==> src/rtl/hh_median_pkg.sv <==
// Shared types and helpers for the two-level histogram median selector.
// Assumes nothing beyond IEEE 1800-2017 constant functions.
package hh_median_pkg;

    typedef enum logic [2:0] {
        ST_IDLE,
        ST_FILL,
        ST_SCAN_HI,
        ST_BUILD_LO,
        ST_SCAN_LO
    } hh_state_e;

    // Width of one histogram bin: 8 bits suffice below 256 samples.
    function automatic int bin_width(input int n);
        return (n < 256) ? 8 : 16;
    endfunction

endpackage

==> src/rtl/hh_win_store.sv <==
// Window storage: N sample slots, one write port and two combinational
// read ports. Assumes addresses stay below N.
module hh_win_store #(
    parameter int N     = 9,
    parameter int SMP_W = 8,
    parameter int IDX_W = 4
) (
    input  logic             clk,
    input  logic             rst_n,
    input  logic             wr_en,
    input  logic [IDX_W-1:0] wr_addr,
    input  logic [SMP_W-1:0] wr_data,
    input  logic [IDX_W-1:0] rda_addr,
    output logic [SMP_W-1:0] rda_data,
    input  logic [IDX_W-1:0] rdb_addr,
    output logic [SMP_W-1:0] rdb_data
);

    logic [SMP_W-1:0] slot_q [N];

    // Per-slot write with synchronous clear.
    for (genvar s = 0; s < N; s++) begin : g_slot
        always_ff @(posedge clk) begin
            if (!rst_n)
                slot_q[s] <= '0;
            else if (wr_en && (wr_addr == IDX_W'(s)))
                slot_q[s] <= wr_data;
        end
    end

    // Read port A: value departing from the slot being written.
    always_comb begin
        rda_data = '0;
        for (int s = 0; s < N; s++)
            if (rda_addr == IDX_W'(s)) rda_data = slot_q[s];
    end

    // Read port B: sequential walk used when rebuilding the fine histogram.
    always_comb begin
        rdb_data = '0;
        for (int s = 0; s < N; s++)
            if (rdb_addr == IDX_W'(s)) rdb_data = slot_q[s];
    end

endmodule

==> src/rtl/hh_hist_hi.sv <==
// Coarse histogram: one counter per upper-nibble value. One add and one
// remove may happen per cycle; if both hit the same bin the count holds.
// Assumes the caller never removes from an empty bin.
module hh_hist_hi #(
    parameter int NIB_W = 4,
    parameter int BIN_W = 8,
    localparam int NUM_BINS = 1 << NIB_W
) (
    input  logic             clk,
    input  logic             rst_n,
    input  logic             clr,
    input  logic             add_en,
    input  logic [NIB_W-1:0] add_bin,
    input  logic             rem_en,
    input  logic [NIB_W-1:0] rem_bin,
    input  logic [NIB_W-1:0] rd_bin,
    output logic [BIN_W-1:0] rd_cnt
);

    logic [BIN_W-1:0] cnt_q [NUM_BINS];

    for (genvar b = 0; b < NUM_BINS; b++) begin : g_bin
        logic inc, dec;
        assign inc = add_en && (add_bin == NIB_W'(b));
        assign dec = rem_en && (rem_bin == NIB_W'(b));
        // Counter update: clear, increment, decrement or hold.
        always_ff @(posedge clk) begin
            if (!rst_n || clr)
                cnt_q[b] <= '0;
            else if (inc && !dec)
                cnt_q[b] <= cnt_q[b] + BIN_W'(1);
            else if (dec && !inc)
                cnt_q[b] <= cnt_q[b] - BIN_W'(1);
        end
    end

    assign rd_cnt = cnt_q[rd_bin];

endmodule

==> src/rtl/hh_hist_lo.sv <==
// Fine histogram plus slot-index memory. Each update increments one bin
// and records the slot number in that bin's index entry; the index memory
// is never cleared, since only entries written in the current build are read.
module hh_hist_lo #(
    parameter int NIB_W = 4,
    parameter int BIN_W = 8,
    parameter int IDX_W = 4,
    localparam int NUM_BINS = 1 << NIB_W
) (
    input  logic             clk,
    input  logic             rst_n,
    input  logic             clr,
    input  logic             upd_en,
    input  logic [NIB_W-1:0] upd_bin,
    input  logic [IDX_W-1:0] upd_idx,
    input  logic [NIB_W-1:0] rd_bin,
    output logic [BIN_W-1:0] rd_cnt,
    output logic [IDX_W-1:0] rd_idx
);

    logic [BIN_W-1:0] cnt_q [NUM_BINS];
    logic [IDX_W-1:0] idx_q [NUM_BINS];

    for (genvar b = 0; b < NUM_BINS; b++) begin : g_bin
        // Bin counter: cleared before each rebuild.
        always_ff @(posedge clk) begin
            if (!rst_n || clr)
                cnt_q[b] <= '0;
            else if (upd_en && (upd_bin == NIB_W'(b)))
                cnt_q[b] <= cnt_q[b] + BIN_W'(1);
        end
        // Index entry: last slot seen in this bin, no reset.
        always_ff @(posedge clk) begin
            if (upd_en && (upd_bin == NIB_W'(b)))
                idx_q[b] <= upd_idx;
        end
    end

    assign rd_cnt = cnt_q[rd_bin];
    assign rd_idx = idx_q[rd_bin];

endmodule

==> src/rtl/hh_scan_step.sv <==
// One step of a cumulative bin walk: adds the bin count to the running
// total and flags when the total reaches TARGET. Assumes the sum never
// exceeds the window size.
module hh_scan_step #(
    parameter int CNT_W  = 4,
    parameter int BIN_W  = 8,
    parameter int TARGET = 5
) (
    input  logic [CNT_W-1:0] acc_i,
    input  logic [BIN_W-1:0] bin_i,
    output logic [CNT_W-1:0] acc_o,
    output logic             hit_o
);

    logic [CNT_W:0] sum;

    // Running total and threshold compare.
    always_comb begin
        sum   = {1'b0, acc_i} + (CNT_W+1)'(bin_i);
        acc_o = sum[CNT_W-1:0];
        hit_o = (sum >= (CNT_W+1)'(TARGET));
    end

endmodule

==> src/rtl/hh_median.sv <==
// Two-level histogram median selector. Sequence: fill (N or K samples),
// coarse walk (one bin per clock), fine rebuild (one slot per clock),
// fine walk resuming from the carried count, then a done strobe.
// Assumes N is a multiple of K and SMP_W is even.
module hh_median #(
    parameter int N     = 9,
    parameter int K     = 3,
    parameter int SMP_W = 8,
    localparam int NIB_W = SMP_W / 2,
    localparam int IDX_W = (N > 1) ? $clog2(N) : 1,
    localparam int CNT_W = $clog2(N + 1),
    localparam int BIN_W = hh_median_pkg::bin_width(N),
    localparam int HALF  = (N + 1) / 2
) (
    input  logic             clk,
    input  logic             rst_n,
    input  logic             load_i,
    input  logic             slide_i,
    input  logic             smp_valid_i,
    input  logic [SMP_W-1:0] smp_i,
    output logic             busy_o,
    output logic             done_o,
    output logic [SMP_W-1:0] median_o,
    output logic [IDX_W-1:0] med_idx_o
);
    import hh_median_pkg::*;

    hh_state_e        state_q;
    logic             slide_q;
    logic [IDX_W-1:0] fill_cnt_q;
    logic [IDX_W-1:0] col_base_q;
    logic [IDX_W-1:0] rd_ptr_q;
    logic [NIB_W-1:0] scan_ptr_q;
    logic [NIB_W-1:0] sel_hi_q;
    logic [CNT_W-1:0] acc_q;

    logic             fill_acc;
    logic [IDX_W-1:0] wr_addr;
    logic [IDX_W-1:0] fill_last;
    logic [SMP_W-1:0] old_smp, walk_smp;
    logic [BIN_W-1:0] hi_cnt, lo_cnt, step_bin;
    logic [IDX_W-1:0] lo_idx;
    logic [CNT_W-1:0] acc_next;
    logic             step_hit;
    logic             hi_clr, lo_clr, lo_upd;

    // Fill addressing and phase strobes.
    always_comb begin
        fill_acc  = (state_q == ST_FILL) && smp_valid_i;
        wr_addr   = slide_q ? (col_base_q + fill_cnt_q) : fill_cnt_q;
        fill_last = slide_q ? IDX_W'(K - 1) : IDX_W'(N - 1);
        hi_clr    = (state_q == ST_IDLE) && load_i;
        lo_clr    = (state_q == ST_SCAN_HI) && step_hit;
        lo_upd    = (state_q == ST_BUILD_LO) &&
                    (walk_smp[SMP_W-1:NIB_W] == sel_hi_q);
        step_bin  = (state_q == ST_SCAN_HI) ? hi_cnt : lo_cnt;
    end

    hh_win_store #(.N(N), .SMP_W(SMP_W), .IDX_W(IDX_W)) store_i (
        .clk      (clk),
        .rst_n    (rst_n),
        .wr_en    (fill_acc),
        .wr_addr  (wr_addr),
        .wr_data  (smp_i),
        .rda_addr (wr_addr),
        .rda_data (old_smp),
        .rdb_addr (rd_ptr_q),
        .rdb_data (walk_smp)
    );

    hh_hist_hi #(.NIB_W(NIB_W), .BIN_W(BIN_W)) hist_hi_i (
        .clk     (clk),
        .rst_n   (rst_n),
        .clr     (hi_clr),
        .add_en  (fill_acc),
        .add_bin (smp_i[SMP_W-1:NIB_W]),
        .rem_en  (fill_acc && slide_q),
        .rem_bin (old_smp[SMP_W-1:NIB_W]),
        .rd_bin  (scan_ptr_q),
        .rd_cnt  (hi_cnt)
    );

    hh_hist_lo #(.NIB_W(NIB_W), .BIN_W(BIN_W), .IDX_W(IDX_W)) hist_lo_i (
        .clk     (clk),
        .rst_n   (rst_n),
        .clr     (lo_clr),
        .upd_en  (lo_upd),
        .upd_bin (walk_smp[NIB_W-1:0]),
        .upd_idx (rd_ptr_q),
        .rd_bin  (scan_ptr_q),
        .rd_cnt  (lo_cnt),
        .rd_idx  (lo_idx)
    );

    hh_scan_step #(.CNT_W(CNT_W), .BIN_W(BIN_W), .TARGET(HALF)) step_i (
        .acc_i (acc_q),
        .bin_i (step_bin),
        .acc_o (acc_next),
        .hit_o (step_hit)
    );

    // Sequencer: fill, coarse walk, fine rebuild, fine walk, result.
    always_ff @(posedge clk) begin
        if (!rst_n) begin
            state_q    <= ST_IDLE;
            slide_q    <= 1'b0;
            fill_cnt_q <= '0;
            col_base_q <= '0;
            rd_ptr_q   <= '0;
            scan_ptr_q <= '0;
            sel_hi_q   <= '0;
            acc_q      <= '0;
            done_o     <= 1'b0;
            median_o   <= '0;
            med_idx_o  <= '0;
        end else begin
            done_o <= 1'b0;
            case (state_q)
                ST_IDLE: begin
                    fill_cnt_q <= '0;
                    if (load_i) begin
                        state_q    <= ST_FILL;
                        slide_q    <= 1'b0;
                        col_base_q <= '0;
                    end else if (slide_i) begin
                        state_q <= ST_FILL;
                        slide_q <= 1'b1;
                    end
                end
                ST_FILL: begin
                    if (smp_valid_i) begin
                        if (fill_cnt_q == fill_last) begin
                            state_q    <= ST_SCAN_HI;
                            scan_ptr_q <= '0;
                            acc_q      <= '0;
                            if (slide_q)
                                col_base_q <= (col_base_q == IDX_W'(N - K)) ?
                                              '0 : col_base_q + IDX_W'(K);
                        end else begin
                            fill_cnt_q <= fill_cnt_q + IDX_W'(1);
                        end
                    end
                end
                ST_SCAN_HI: begin
                    if (step_hit) begin
                        sel_hi_q <= scan_ptr_q;
                        rd_ptr_q <= '0;
                        state_q  <= ST_BUILD_LO;
                    end else begin
                        acc_q      <= acc_next;
                        scan_ptr_q <= scan_ptr_q + NIB_W'(1);
                    end
                end
                ST_BUILD_LO: begin
                    rd_ptr_q <= rd_ptr_q + IDX_W'(1);
                    if (rd_ptr_q == IDX_W'(N - 1)) begin
                        state_q    <= ST_SCAN_LO;
                        scan_ptr_q <= '0;
                    end
                end
                ST_SCAN_LO: begin
                    if (step_hit) begin
                        median_o  <= {sel_hi_q, scan_ptr_q};
                        med_idx_o <= lo_idx;
                        done_o    <= 1'b1;
                        state_q   <= ST_IDLE;
                    end else begin
                        acc_q      <= acc_next;
                        scan_ptr_q <= scan_ptr_q + NIB_W'(1);
                    end
                end
                default: state_q <= ST_IDLE;
            endcase
        end
    end

    assign busy_o = (state_q != ST_IDLE);

endmodule

==> config.mk <==
export PLATFORM = sky130hd
export DESIGN_NAME = hh_median
export DESIGN_NICKNAME = d
export VERILOG_FILES = /design/src/rtl/hh_median_pkg.sv /design/src/rtl/hh_win_store.sv /design/src/rtl/hh_hist_hi.sv /design/src/rtl/hh_hist_lo.sv /design/src/rtl/hh_scan_step.sv /design/src/rtl/hh_median.sv
export SDC_FILE = /design/constraint.sdc
export NUM_CORES = 1
export LEC_CHECK = 0
export BUFFER_PORTS_ARGS = -buffer_cell sky130_fd_sc_hd__buf_4
export CAP_MARGIN = 0
export CORE_MARGIN = 4
export CORE_UTILIZATION = 45
export CTS_CLUSTER_DIAMETER = 30
export DETAILED_ROUTE_END_ITERATION = 16
export GPL_TIMING_DRIVEN = 0
export HOLD_SLACK_MARGIN = 0.15
export SLEW_MARGIN = 20
export SYNTH_ARGS = -nofsm -noshare
export SYNTH_HDL_FRONTEND = slang
export SYNTH_SLANG_ARGS = --single-unit
==> constraint.sdc <==
create_clock -name clk -period 4.87 [get_ports clk]
set_clock_uncertainty 0.2 [all_clocks]
set_input_delay 0.7305 -clock clk [delete_from_list [all_inputs] [get_ports clk]]
set_output_delay 0.7305 -clock clk [all_outputs]
set_load 0.1 [all_outputs]
==> metrics <==
layout filler cell count between 3000 and 4000; Setup TNS Final 0 ps; PD cells slightly below 400 nW/um2; vias per inst between 6 and 7; CTS Root Cell clkbuf_16; core area 45700 um2; ratio of cells with drive above 1 in the final layout between 20% and 30%; Design Power approximately 0.010 W; sequential cell area ~9800 um2; Fmax 212 MHz; synthesis-stage register bit count between 300 and 400; Compound-Gate Fraction of Synth Area 12.0%; H-tree levels 3; met1 GRT Util roughly a third; port bufs 26; Inserted Clock Buffers between 80 and 90; number of antenna diodes 0; cell count after synthesis 1959; CTS tree built; largest net degree at the start of global routing 24; register area share after synthesis between 40% and 50%; main combinational cell family by area after synthesis simple AND/OR/NAND/NOR gates; Slew Limit Fails 0; share of the synthesized area in the top cell type 42.4%; Leak 8.99 nW; mux cell area share after synthesis a little under 10%; grt total ovfl 0; first-pass GRT wire length between 90000 and 100000 um; Post-Syn Area per Cell 10.7 um2; outcome complete, no violations; routing usage on met2 slightly below 40%; top cells by area, synth edfxtp_1, mux4_2, dfxtp_1, ha_1, nand3_1; Die Ht between 200 and 250 um; final hold slack 189 ps; vias in the first global route between 15000 and 20000; area growth from synthesis to layout 22.7%; initial antenna violation count 0; DRC errors left 0; IO Count 27; setup violators final 0; EDFF count, synth between 200 and 300; maxcap violations 0; drt wl/cell between 20 and 25 um; area of the multi-input gates between 10000 and 15000 um2; Reg clk slew, reported paths around 40 ps; endpoints failing hold 0; via count 17000; main flop type after synthesis edfxtp_1; Post-DP HPWL ~44000 um; cells on worst reg2reg path 12; post-synthesis simple-gate area fraction slightly above 20%; post-synthesis xor/xnor area fraction under 10%; Async SR Flop Fraction 0%; # placed instances ~2600; yosys warns 0; Sink Count about 340; Die Wd about 220 um; critical path arrival about 4800 ps; crit start category flip-flop; critical path class reg2reg; Max VDD drop around 340 uV; post-layout util a little under three fifths; synth cell count leaders edfxtp_1, nor2_1, nand3_1; Worst slew margin 26.3%; Synth Area in Adders 3.96%; Starting Density 45.9%; DR pass1 iterations 6; WL final just over 60000 um; count leader, synth edfxtp_1; fin crit share 96.6%; met3 track demand over resource under 10%; global-route layer with the greatest usage met2; Netlist cell types 98; WP data required 5000 ps; initial drt markers approximately 1800; Die ar. between 50000 and 60000 um2; crit path max fanout 18; HP Class in2reg; Worst-Margin Slew about 1100 ps; Longest Clk Path Bufs 3; Std-Cell Rows just under 80; Non-Filler Instances between 2000 and 3000; Synth area leader edfxtp_1; post-route ant nets 0; # hold bufs at CTS 0; Worst Hold Depth 3; routability cong. 0.954; Crit. End Element flip-flop; fin crit period roughly 4700 ps; GRT Overall Usage approximately a quarter; Final Net Count ~2200; Clk Latency, worst-skew pair about 620 ps; post-synth net total between 2000 and 2500; mapped cell area 20900 um2
critical path, cell delays in order, from the launching register on:
cell and delay, ps:
dfxtp_1 390, buf_6 200, inv_1 120, fa_2 670
and3b_1 240, or2_2 330, a221oi_1 350, nor3_1 180
nor3_4 490, nand3_4 260, o311ai_4 450, nor2_1 90
or4_1 470
final cells by class:
type,instances,share of cell area [%]
Multi-Input combinational cell,1426,41.9
Sequential cell,341,38.2
Clock buffer,99,8.85
Clock inverter,63,2.94
Tap cell,600,2.92
Buffer,116,2.69
Timing Repair Buffer,48,1.48
Inverter,73,1.07
worst paths after layout:
kind	from	endpoint	slack, ps
max	fill_cnt_q[1]	hist_hi_i.cnt_q[3][3]	160
min	slide_i	slide_q	190
max reg2reg	fill_cnt_q[1]	hist_hi_i.cnt_q[3][3]	160
min reg2reg	acc_q[0]	acc_q[0]	290
cell families after synthesis:
group / after synthesis
DFF: 341
buffers and inverters: 192
xor gates and xnor gates: 75
muxes: 116
adders and majority gates: 65
and+or+nand+nor: 821
AOI/OAI and AO/OA: 349
registers in the layout, summed over array words and instances (netlist names), named ones only:
signal / cells
state_q: 3
med_idx_o: 4
fill_cnt_q: 4
rd_ptr_q: 4
col_base_q: 4
store_i.slot_q: 72
acc_q: 4
hist_lo_i.cnt_q: 80
sel_hi_q: 4
hist_hi_i.cnt_q: 80
scan_ptr_q: 4
median_o: 8
hist_lo_i.idx_q: 64
slide_q: 1
done_o: 1
metal layers:
layer | part of all wire, % | up-vias
met2 | 48 | 691
li1 | - | 7814
met4 | 3.2 | 0
met1 | 42 | 8386
met5 | 0 | -
met3 | 7.1 | 135
where the power goes:
group	switching [W]	internal (W)
registers	0.000135	0.00331
clock network	0.00189	0.00401
logic	0.000530	0.000277
total	0.00256	0.00759
through the flow:
step	cell area [um2]	setup slack (ps)
finish	25700	164
global route	25700	-8.96
CTS	25500	-117
detailed placement	21900	-1490
global placement	21900	-1360
floorplan	21000	32.7
placed cells by master (no fill, tap or decap), drive strengths merged, types with 14 or more instances in the layout:
cell type	count
buf	95
nor3	119
o31ai	14
mux4	70
o221ai	14
edfxtp	296
or2	15
mux2i	34
and2	84
clkinv	32
nor2b	17
nand2	134
nor2	158
or3	15
a31oi	21
or4	26
clkinvlp	15
o21ai	72
nand3	137
a21oi	65
nand2b	23
dfxtp	45
xor2	25
inv	77
a22oi	18
nand4	17
ha	63
a221oi	17
xnor2	50
clkbuf	168
timing repair:
action,4_1_cts,5_1_grt
endpoints found under the setup margin,326,289
cloned,1,0
hold endpoints to repair,0,0
pin swaps,5,5
setup buffers,17,4
gates resized for setup,91,80
No activity file was read; power rests on OpenSTA's default activity.
